`config.mk`:
```
export PLATFORM = sky130hd
export DESIGN_NAME = fw_sysctl_regs
export DESIGN_NICKNAME = d
export VERILOG_FILES = /design/src/rtl/fw_sysctl_pkg.sv /design/src/rtl/fw_sysctl_decode.sv /design/src/rtl/fw_sysctl_halt.sv /design/src/rtl/fw_sysctl_irq_bank.sv /design/src/rtl/fw_sysctl_rdmux.sv /design/src/rtl/fw_sysctl_regs.sv
export SDC_FILE = /design/constraint.sdc
export NUM_CORES = 1
export LEC_CHECK = 0
export ABC_AREA = 1
export BUFFER_PORTS_ARGS = -buffer_cell sky130_fd_sc_hd__buf_2
export CAP_MARGIN = 10
export CELL_PAD_IN_SITES_DETAIL_PLACEMENT = 1
export CELL_PAD_IN_SITES_GLOBAL_PLACEMENT = 1
export CORE_MARGIN = 8
export CORE_UTILIZATION = 23
export CTS_BUF_LIST = sky130_fd_sc_hd__clkbuf_2
export DETAILED_ROUTE_END_ITERATION = 10
export PLACE_DENSITY_LB_ADDON = 0.1
export SLEW_MARGIN = 15
export SYNTH_ARGS = -nofsm -noshare
export SYNTH_HDL_FRONTEND = slang
export SYNTH_SLANG_ARGS = --single-unit
```
`constraint.sdc`:
```
create_clock -name clk -period 1.3 [get_ports clk]
set_input_delay 0.065 -clock clk [delete_from_list [all_inputs] [get_ports clk]]
set_output_delay 0.065 -clock clk [all_outputs]
set_load 0.01 [all_outputs]
```
`src/rtl/fw_sysctl_pkg.sv`:
```
package fw_sysctl_pkg;

   localparam int OFFS_W   = 6;
   localparam int WORD_W   = 4;
   localparam logic [OFFS_W-1:0] OFFS_MASK = 6'h3f;

   typedef enum logic [WORD_W-1:0] {
      W_HALT  = 4'd0,
      W_CPUID = 4'd1,
      W_IRQ   = 4'd2,
      W_NCPU  = 4'd3
   } word_e;

   function automatic logic [WORD_W-1:0] word_of(input logic [OFFS_W-1:0] offs);
      logic [OFFS_W-1:0] m;
      m = offs & OFFS_MASK;
      return m[OFFS_W-1:2];
   endfunction

endpackage

```
`src/rtl/fw_sysctl_decode.sv`:
```
module fw_sysctl_decode
   import fw_sysctl_pkg::*;
#(
   parameter int ADDR_W = 16,
   parameter int DATA_W = 32,
   localparam int BE_W  = DATA_W / 8
) (
   input  logic              req_valid,
   input  logic              req_write,
   input  logic [ADDR_W-1:0] req_addr,
   input  logic [BE_W-1:0]   req_be,
   input  logic [DATA_W-1:0] req_wdata,
   output logic              wr_halt,
   output logic [7:0]        halt_byte,
   output logic              wr_irq,
   output logic [7:0]        irq_port,
   output logic              irq_level,
   output logic              rd_fire,
   output logic [WORD_W-1:0] rd_word,
   output logic              rd_mapped
);

   logic [OFFS_W-1:0] offs;
   logic [WORD_W-1:0] word;
   logic              wr_fire;
   logic              lane0_on;
   logic              lane1_on;

   assign offs     = req_addr[OFFS_W-1:0];
   assign word     = word_of(offs);
   assign wr_fire  = req_valid && req_write;
   assign lane0_on = req_be[0];
   assign lane1_on = req_be[1];

   always_comb begin
      wr_halt   = 1'b0;
      wr_irq    = 1'b0;
      halt_byte = req_wdata[7:0];
      irq_port  = req_wdata[7:0];
      irq_level = lane1_on && (req_wdata[15:8] != 8'd0);
      if (wr_fire && lane0_on) begin
         case (word)
            W_HALT:  wr_halt = 1'b1;
            W_IRQ:   wr_irq  = 1'b1;
            default: ;
         endcase
      end
   end

   assign rd_fire = req_valid && !req_write;
   assign rd_word = word;

   always_comb begin
      case (word)
         W_CPUID, W_NCPU: rd_mapped = 1'b1;
         default:         rd_mapped = 1'b0;
      endcase
   end

   // write strobes must never both fire for one request
   always_comb begin
      assert_one_target_R1: assert (!(wr_halt && wr_irq));
   end

endmodule

```
`src/rtl/fw_sysctl_halt.sv`:
```
module fw_sysctl_halt #(
   parameter int CODE_W = 8
) (
   input  logic              clk,
   input  logic              rst_n,
   input  logic              wr_halt,
   input  logic [CODE_W-1:0] halt_byte,
   output logic              halt_o,
   output logic [CODE_W-1:0] exit_code_o
);

   logic              halted_q;
   logic [CODE_W-1:0] code_q;

   always_ff @(posedge clk) begin
      if (!rst_n) begin
         halted_q <= 1'b0;
         code_q   <= '0;
      end else if (wr_halt && !halted_q) begin
         halted_q <= 1'b1;
         code_q   <= halt_byte;
      end
   end

   assign halt_o      = halted_q;
   assign exit_code_o = code_q;

   assert_halt_sticky_R3: assert property (@(posedge clk) disable iff (!rst_n)
      halt_o |=> halt_o);

   assert_code_frozen_R3: assert property (@(posedge clk) disable iff (!rst_n)
      halt_o |=> $stable(exit_code_o));

   assert_halt_rise_R2: assert property (@(posedge clk) disable iff (!rst_n)
      (!halt_o && wr_halt) |=> (halt_o && exit_code_o == $past(halt_byte)));

   assert_halt_cause_R2: assert property (@(posedge clk) disable iff (!rst_n)
      (!halt_o && !wr_halt) |=> !halt_o);

endmodule

```
`src/rtl/fw_sysctl_irq_bank.sv`:
```
module fw_sysctl_irq_bank #(
   parameter int NUM_LINES = 4
) (
   input  logic                 clk,
   input  logic                 rst_n,
   input  logic                 wr_irq,
   input  logic [7:0]           irq_port,
   input  logic                 irq_level,
   output logic [NUM_LINES-1:0] irq_o
);

   logic [NUM_LINES-1:0] line_q;
   logic                 in_range;

   assign in_range = int'(irq_port) < NUM_LINES;

   for (genvar i = 0; i < NUM_LINES; i++) begin : g_line
      logic hit;
      assign hit = wr_irq && (irq_port == 8'(i));
      always_ff @(posedge clk) begin
         if (!rst_n) line_q[i] <= 1'b0;
         else if (hit) line_q[i] <= irq_level;
      end
   end

   assign irq_o = line_q;

   assert_irq_hold_R7: assert property (@(posedge clk) disable iff (!rst_n)
      !wr_irq |=> $stable(irq_o));

   assert_irq_range_R8: assert property (@(posedge clk) disable iff (!rst_n)
      (wr_irq && !in_range) |=> $stable(irq_o));

   assert_irq_single_R7: assert property (@(posedge clk) disable iff (!rst_n)
      wr_irq |=> $countones(irq_o ^ $past(irq_o)) <= 1);

endmodule

```
`src/rtl/fw_sysctl_rdmux.sv`:
```
module fw_sysctl_rdmux
   import fw_sysctl_pkg::*;
#(
   parameter int DATA_W        = 32,
   parameter int CPU_ID_W      = 2,
   parameter int CFG_CPU_COUNT = 0
) (
   input  logic                clk,
   input  logic                rst_n,
   input  logic                rd_fire,
   input  logic [WORD_W-1:0]   rd_word,
   input  logic [CPU_ID_W-1:0] req_cpu,
   output logic                rsp_valid,
   output logic [DATA_W-1:0]   rsp_rdata
);

   logic [7:0]        cpu_byte;
   logic [7:0]        cnt_byte;
   logic [7:0]        sel_byte;
   logic [DATA_W-1:0] rdata_d;
   logic              vld_q;
   logic [DATA_W-1:0] rdata_q;

   always_comb begin
      cpu_byte = '0;
      cpu_byte[CPU_ID_W-1:0] = req_cpu;
   end

   if (CFG_CPU_COUNT == 0) begin : g_cnt_default
      assign cnt_byte = 8'd1;
   end else begin : g_cnt_cfg
      assign cnt_byte = 8'(CFG_CPU_COUNT);
   end

   always_comb begin
      case (rd_word)
         W_CPUID: sel_byte = cpu_byte;
         W_NCPU:  sel_byte = cnt_byte;
         default: sel_byte = 8'd0;
      endcase
      rdata_d = '0;
      rdata_d[7:0] = sel_byte;
   end

   always_ff @(posedge clk) begin
      if (!rst_n) begin
         vld_q   <= 1'b0;
         rdata_q <= '0;
      end else begin
         vld_q <= rd_fire;
         if (rd_fire) rdata_q <= rdata_d;
      end
   end

   assign rsp_valid = vld_q;
   assign rsp_rdata = rdata_q;

   assert_rsp_follows_R10: assert property (@(posedge clk) disable iff (!rst_n)
      rd_fire |=> rsp_valid);

   assert_rsp_only_read_R10: assert property (@(posedge clk) disable iff (!rst_n)
      !rd_fire |=> !rsp_valid);

   assert_count_nonzero_R5: assert property (@(posedge clk) disable iff (!rst_n)
      (rd_fire && rd_word == W_NCPU) |=> (rsp_rdata[7:0] != 8'd0));

   assert_upper_zero_R4: assert property (@(posedge clk) disable iff (!rst_n)
      rsp_valid |-> (rsp_rdata[DATA_W-1:8] == '0));

endmodule

```
`src/rtl/fw_sysctl_regs.sv`:
```
module fw_sysctl_regs
   import fw_sysctl_pkg::*;
#(
   parameter int NUM_CPUS      = 4,
   parameter int CFG_CPU_COUNT = 0,
   parameter int ADDR_W        = 16,
   parameter int DATA_W        = 32,
   localparam int BE_W         = DATA_W / 8,
   localparam int CPU_ID_W     = (NUM_CPUS > 1) ? $clog2(NUM_CPUS) : 1
) (
   input  logic                clk,
   input  logic                rst_n,
   input  logic                req_valid,
   input  logic                req_write,
   input  logic [ADDR_W-1:0]   req_addr,
   input  logic [BE_W-1:0]     req_be,
   input  logic [DATA_W-1:0]   req_wdata,
   input  logic [CPU_ID_W-1:0] req_cpu,
   output logic                rsp_valid,
   output logic [DATA_W-1:0]   rsp_rdata,
   output logic                halt_o,
   output logic [7:0]          exit_code_o,
   output logic [NUM_CPUS-1:0] irq_o
);

   if (NUM_CPUS < 1 || NUM_CPUS > 256) begin : g_bad_cpus
      $error("NUM_CPUS must lie in 1..256");
   end
   if (CFG_CPU_COUNT < 0 || CFG_CPU_COUNT > 255) begin : g_bad_cnt
      $error("CFG_CPU_COUNT must lie in 0..255");
   end
   if (DATA_W < 16 || (DATA_W % 8) != 0) begin : g_bad_data
      $error("DATA_W must be a multiple of 8 and at least 16");
   end
   if (ADDR_W < OFFS_W) begin : g_bad_addr
      $error("ADDR_W must cover the register offset");
   end

   logic              wr_halt;
   logic [7:0]        halt_byte;
   logic              wr_irq;
   logic [7:0]        irq_port;
   logic              irq_level;
   logic              rd_fire;
   logic [WORD_W-1:0] rd_word;
   logic              rd_mapped;

   fw_sysctl_decode #(.ADDR_W(ADDR_W), .DATA_W(DATA_W)) u_decode (
      .req_valid (req_valid),
      .req_write (req_write),
      .req_addr  (req_addr),
      .req_be    (req_be),
      .req_wdata (req_wdata),
      .wr_halt   (wr_halt),
      .halt_byte (halt_byte),
      .wr_irq    (wr_irq),
      .irq_port  (irq_port),
      .irq_level (irq_level),
      .rd_fire   (rd_fire),
      .rd_word   (rd_word),
      .rd_mapped (rd_mapped)
   );

   fw_sysctl_halt #(.CODE_W(8)) u_halt (
      .clk         (clk),
      .rst_n       (rst_n),
      .wr_halt     (wr_halt),
      .halt_byte   (halt_byte),
      .halt_o      (halt_o),
      .exit_code_o (exit_code_o)
   );

   fw_sysctl_irq_bank #(.NUM_LINES(NUM_CPUS)) u_irq (
      .clk       (clk),
      .rst_n     (rst_n),
      .wr_irq    (wr_irq),
      .irq_port  (irq_port),
      .irq_level (irq_level),
      .irq_o     (irq_o)
   );

   fw_sysctl_rdmux #(
      .DATA_W        (DATA_W),
      .CPU_ID_W      (CPU_ID_W),
      .CFG_CPU_COUNT (CFG_CPU_COUNT)
   ) u_rdmux (
      .clk       (clk),
      .rst_n     (rst_n),
      .rd_fire   (rd_fire),
      .rd_word   (rd_word),
      .req_cpu   (req_cpu),
      .rsp_valid (rsp_valid),
      .rsp_rdata (rsp_rdata)
   );

   assert_unmapped_zero_R9: assert property (@(posedge clk) disable iff (!rst_n)
      (rd_fire && !rd_mapped) |=> (rsp_rdata == '0));

   assert_write_no_rsp_R10: assert property (@(posedge clk) disable iff (!rst_n)
      (req_valid && req_write) |=> !rsp_valid);

   assert_cpuid_R4: assert property (@(posedge clk) disable iff (!rst_n)
      (rd_fire && rd_word == W_CPUID) |=> (rsp_rdata[7:0] == 8'($past(req_cpu))));

endmodule

```
==> impl_metrics.toml <==
[detailed_routing]
routed_wirelength_mm = 3.13
detail_route.wl_per_cell_um = 12.1
detail_route.vias_per_cell = 3.82
number_of_routed_nets_with_antenna_violations = 0
drc_errors = 0
routed-wl-met2_mm = 1.49
drt_first_iter_violations = 18
dr_total_vias = 994
routedLengthMet1_mm = 1.30
drt_first_pass_iters = 4
top_layer_used = "met4"
routed-wl-met3_um = 330

[final_layout]
number_of_diodes_added_for_antenna_fixing = 0
area_growth_pct = 17.0
layout.core_utilization = 0.283
final_common_cell = "sky130_fd_sc_hd__buf_2"
nets = 267
layout_common_cells = "43 x sky130_fd_sc_hd__buf_2, 37 x sky130_fd_sc_hd__nor2_1, 32 x sky130_fd_sc_hd__nand2_1, 30 x sky130_fd_sc_hd__conb_1, 18 x sky130_fd_sc_hd__inv_1"
final_layout_size_suffix_gt1_frac = 0.260

[synthesis]
ys_ff_latch = 16
synth.cell_area_um2 = 1070
synth_warnings = 0
post_synthesis_cell_count = 162
portion_of_the_post_synthesis_area_used_by_sequential_elements = 0.300
syn_avg_cell_area_um2 = 6.59
synthDistinctLibCells = 15

[floorplanning]
die_w_um = 84.1
std_cell_rows = 24
die_h_um = 84.1
floorplan.io_pins = 104
core_area_um2 = 4410
dieArea_um2 = 7080
initial_core_util = 0.242

[clocking]
htreeDepth = 1
cts-buffers-inserted = 3
clock_tree.buffer_depth = 2
post_cts_buffers = 0
cts.repair.resized = 0
clock_sinks = 16
clock_latency_ns = 0.30
cts-root-buf = "sky130_fd_sc_hd__clkbuf_2"
cts.clk_slew.worst_paths_ns = 0.18
cts-hold-fix-buffers = 1
tritoncts = "done"

[setup_path]
crit_slowest_cell = "sky130_fd_sc_hd__dfxtp_1"
cpPeakStageDelay_ns = 0.38
setup.worst_path.class = "flip-flop to flip-flop"
critical_path.endpoint_type = "flip-flop"
critPathRequiredTime_ns = 1.50
cells_traversed_along_the_worst_timing_path = "nor3_4, buf_4, nand3_1, nand2_1, nor2_1"
critical_path.max_fanout = 17
crit_buf_inv = 1
timing.reg2reg.setup_slack_ns = 0.21
path_delay_family = "flip-flops"
cp-start-kind = "flip-flop"
critPathArrivalTime_ns = 1.30

[sta]
finalHoldViolCount = 0
finClkSkew_ns = 0.0133
rsz_0062_raised_after_global_routing = "false"
setup_total_negative_slack_ns = 0
timing.final.setup_violations = 0
clock.fmax_mhz = 915
final-max-slew-violation-count = 0
fraction_of_the_cycle_the_final_worst_path_needs = 0.841
finalWorstPathRequiredPeriod_ns = 1.09

[global_route]
grt_max_degree = 19
gr-total-overflow = 0
global_route.usage.total = 0.0840
initial_antenna_violation_count = 0
via_count_of_the_first_global_routing_pass = 1114
first_pass_grt_wire_length_mm = 5.09

[power_and_ir_drop]
vdd_ir_drop_max_v = 0.000350
power.density_nw_per_um2 = 726
report.power.total_mw = 0.907
leak_pwr_nw = 0.690

[worst_hold_path]
timing.hold.worst.class = "primary input to flip-flop"

[place]
place.port_buffers = 43
half_perimeter_wire_length_after_placement_mm = 2.66
gp_congestion = 0.669

[job]
drv_cap = 0

[status]
run_status = "finished, final reports clean"
-- kinds of logic after synthesis --
logic type,synth area share
simple gates,0.335
other cells,0.00351
flops,0.300
buf+inv,0.299
compound gates,0.0621
-- layout make-up --
type | count | area (um^2)
clock buffer | 3 | 15.0
clock inverter | 1 | 3.75
fill | 593 | 3170
inverter | 18 | 67.6
multi-input combinational | 124 | 537
sequential | 16 | 320
tap | 52 | 65.1
timing repair buffer | 46 | 240
-- routing by layer --
layer | global-route usage | vias to the layer above
met5 | 0 | -
met4 | 0.00942 | 0
met3 | 0.0508 | 2
met2 | 0.147 | 39
met1 | 0.0857 | 430
li1 | - | 523
-- cells in the mapped netlist, drive strengths merged --
cell type	n	area, um^2
conb	1	3.75
nor2	38	145
nor3	2	32.5
a21oi	11	58.8
nand2	32	120
buf	33	251
nand3	10	60.1
dfxtp	16	320
o211ai	1	7.51
inv	18	67.6
-- stage by stage --
stage | setup slack, ns | std cells | hold slack (ns) | area [um^2]
2_1_floorplan | 0.212 | 191 | 0.186 | 1180
3_3_place_gp | 0.243 | 255 | 0.328 | 1220
3_5_place_dp | 0.218 | 255 | 0.339 | 1220
4_1_cts | 0.184 | 260 | 0.0602 | 1250
5_1_grt | 0.136 | 260 | 0.0463 | 1250
6_report | 0.207 | 260 | 0.0805 | 1250
-- power breakdown --
part	leakage [nW]	switching, mW	total, mW	internal, mW
clock	0.0140	0.170	0.237	0.0669
combinational	0.547	0.118	0.173	0.0550
sequential	0.129	0.00172	0.497	0.495
-- worst reg2reg max path, cell delays in order (launching register included) --
cell                      delay, ns
sky130_fd_sc_hd__dfxtp_1       0.38
sky130_fd_sc_hd__nor3_4        0.18
sky130_fd_sc_hd__buf_4         0.23
sky130_fd_sc_hd__nand3_1       0.10
sky130_fd_sc_hd__nand2_1       0.07
sky130_fd_sc_hd__nor2_1        0.04
-- sequential cells by signal (all words and copies together) (netlist names) --
| signal | flops |
|---|---|
| u_halt.exit_code_o | 8 |
| u_halt.halt_o | 1 |
| u_irq.irq_o | 4 |
| u_rdmux.rsp_rdata | 2 |
| u_rdmux.rsp_valid | 1 |
-- path summary, 6_finish.rpt --
kind / cells after the start / end / from
worst min register to register: 2 / u_rdmux.rsp_rdata[0] / u_rdmux.rsp_rdata[0]
worst max register to register: 5 / u_halt.exit_code_o[7] / u_halt.halt_o
worst max-delay path: 5 / u_halt.exit_code_o[7] / u_halt.halt_o
worst min-delay path: 3 / u_rdmux.rsp_rdata[0] / req_cpu[0]
Power figures use the tool's default switching activity.
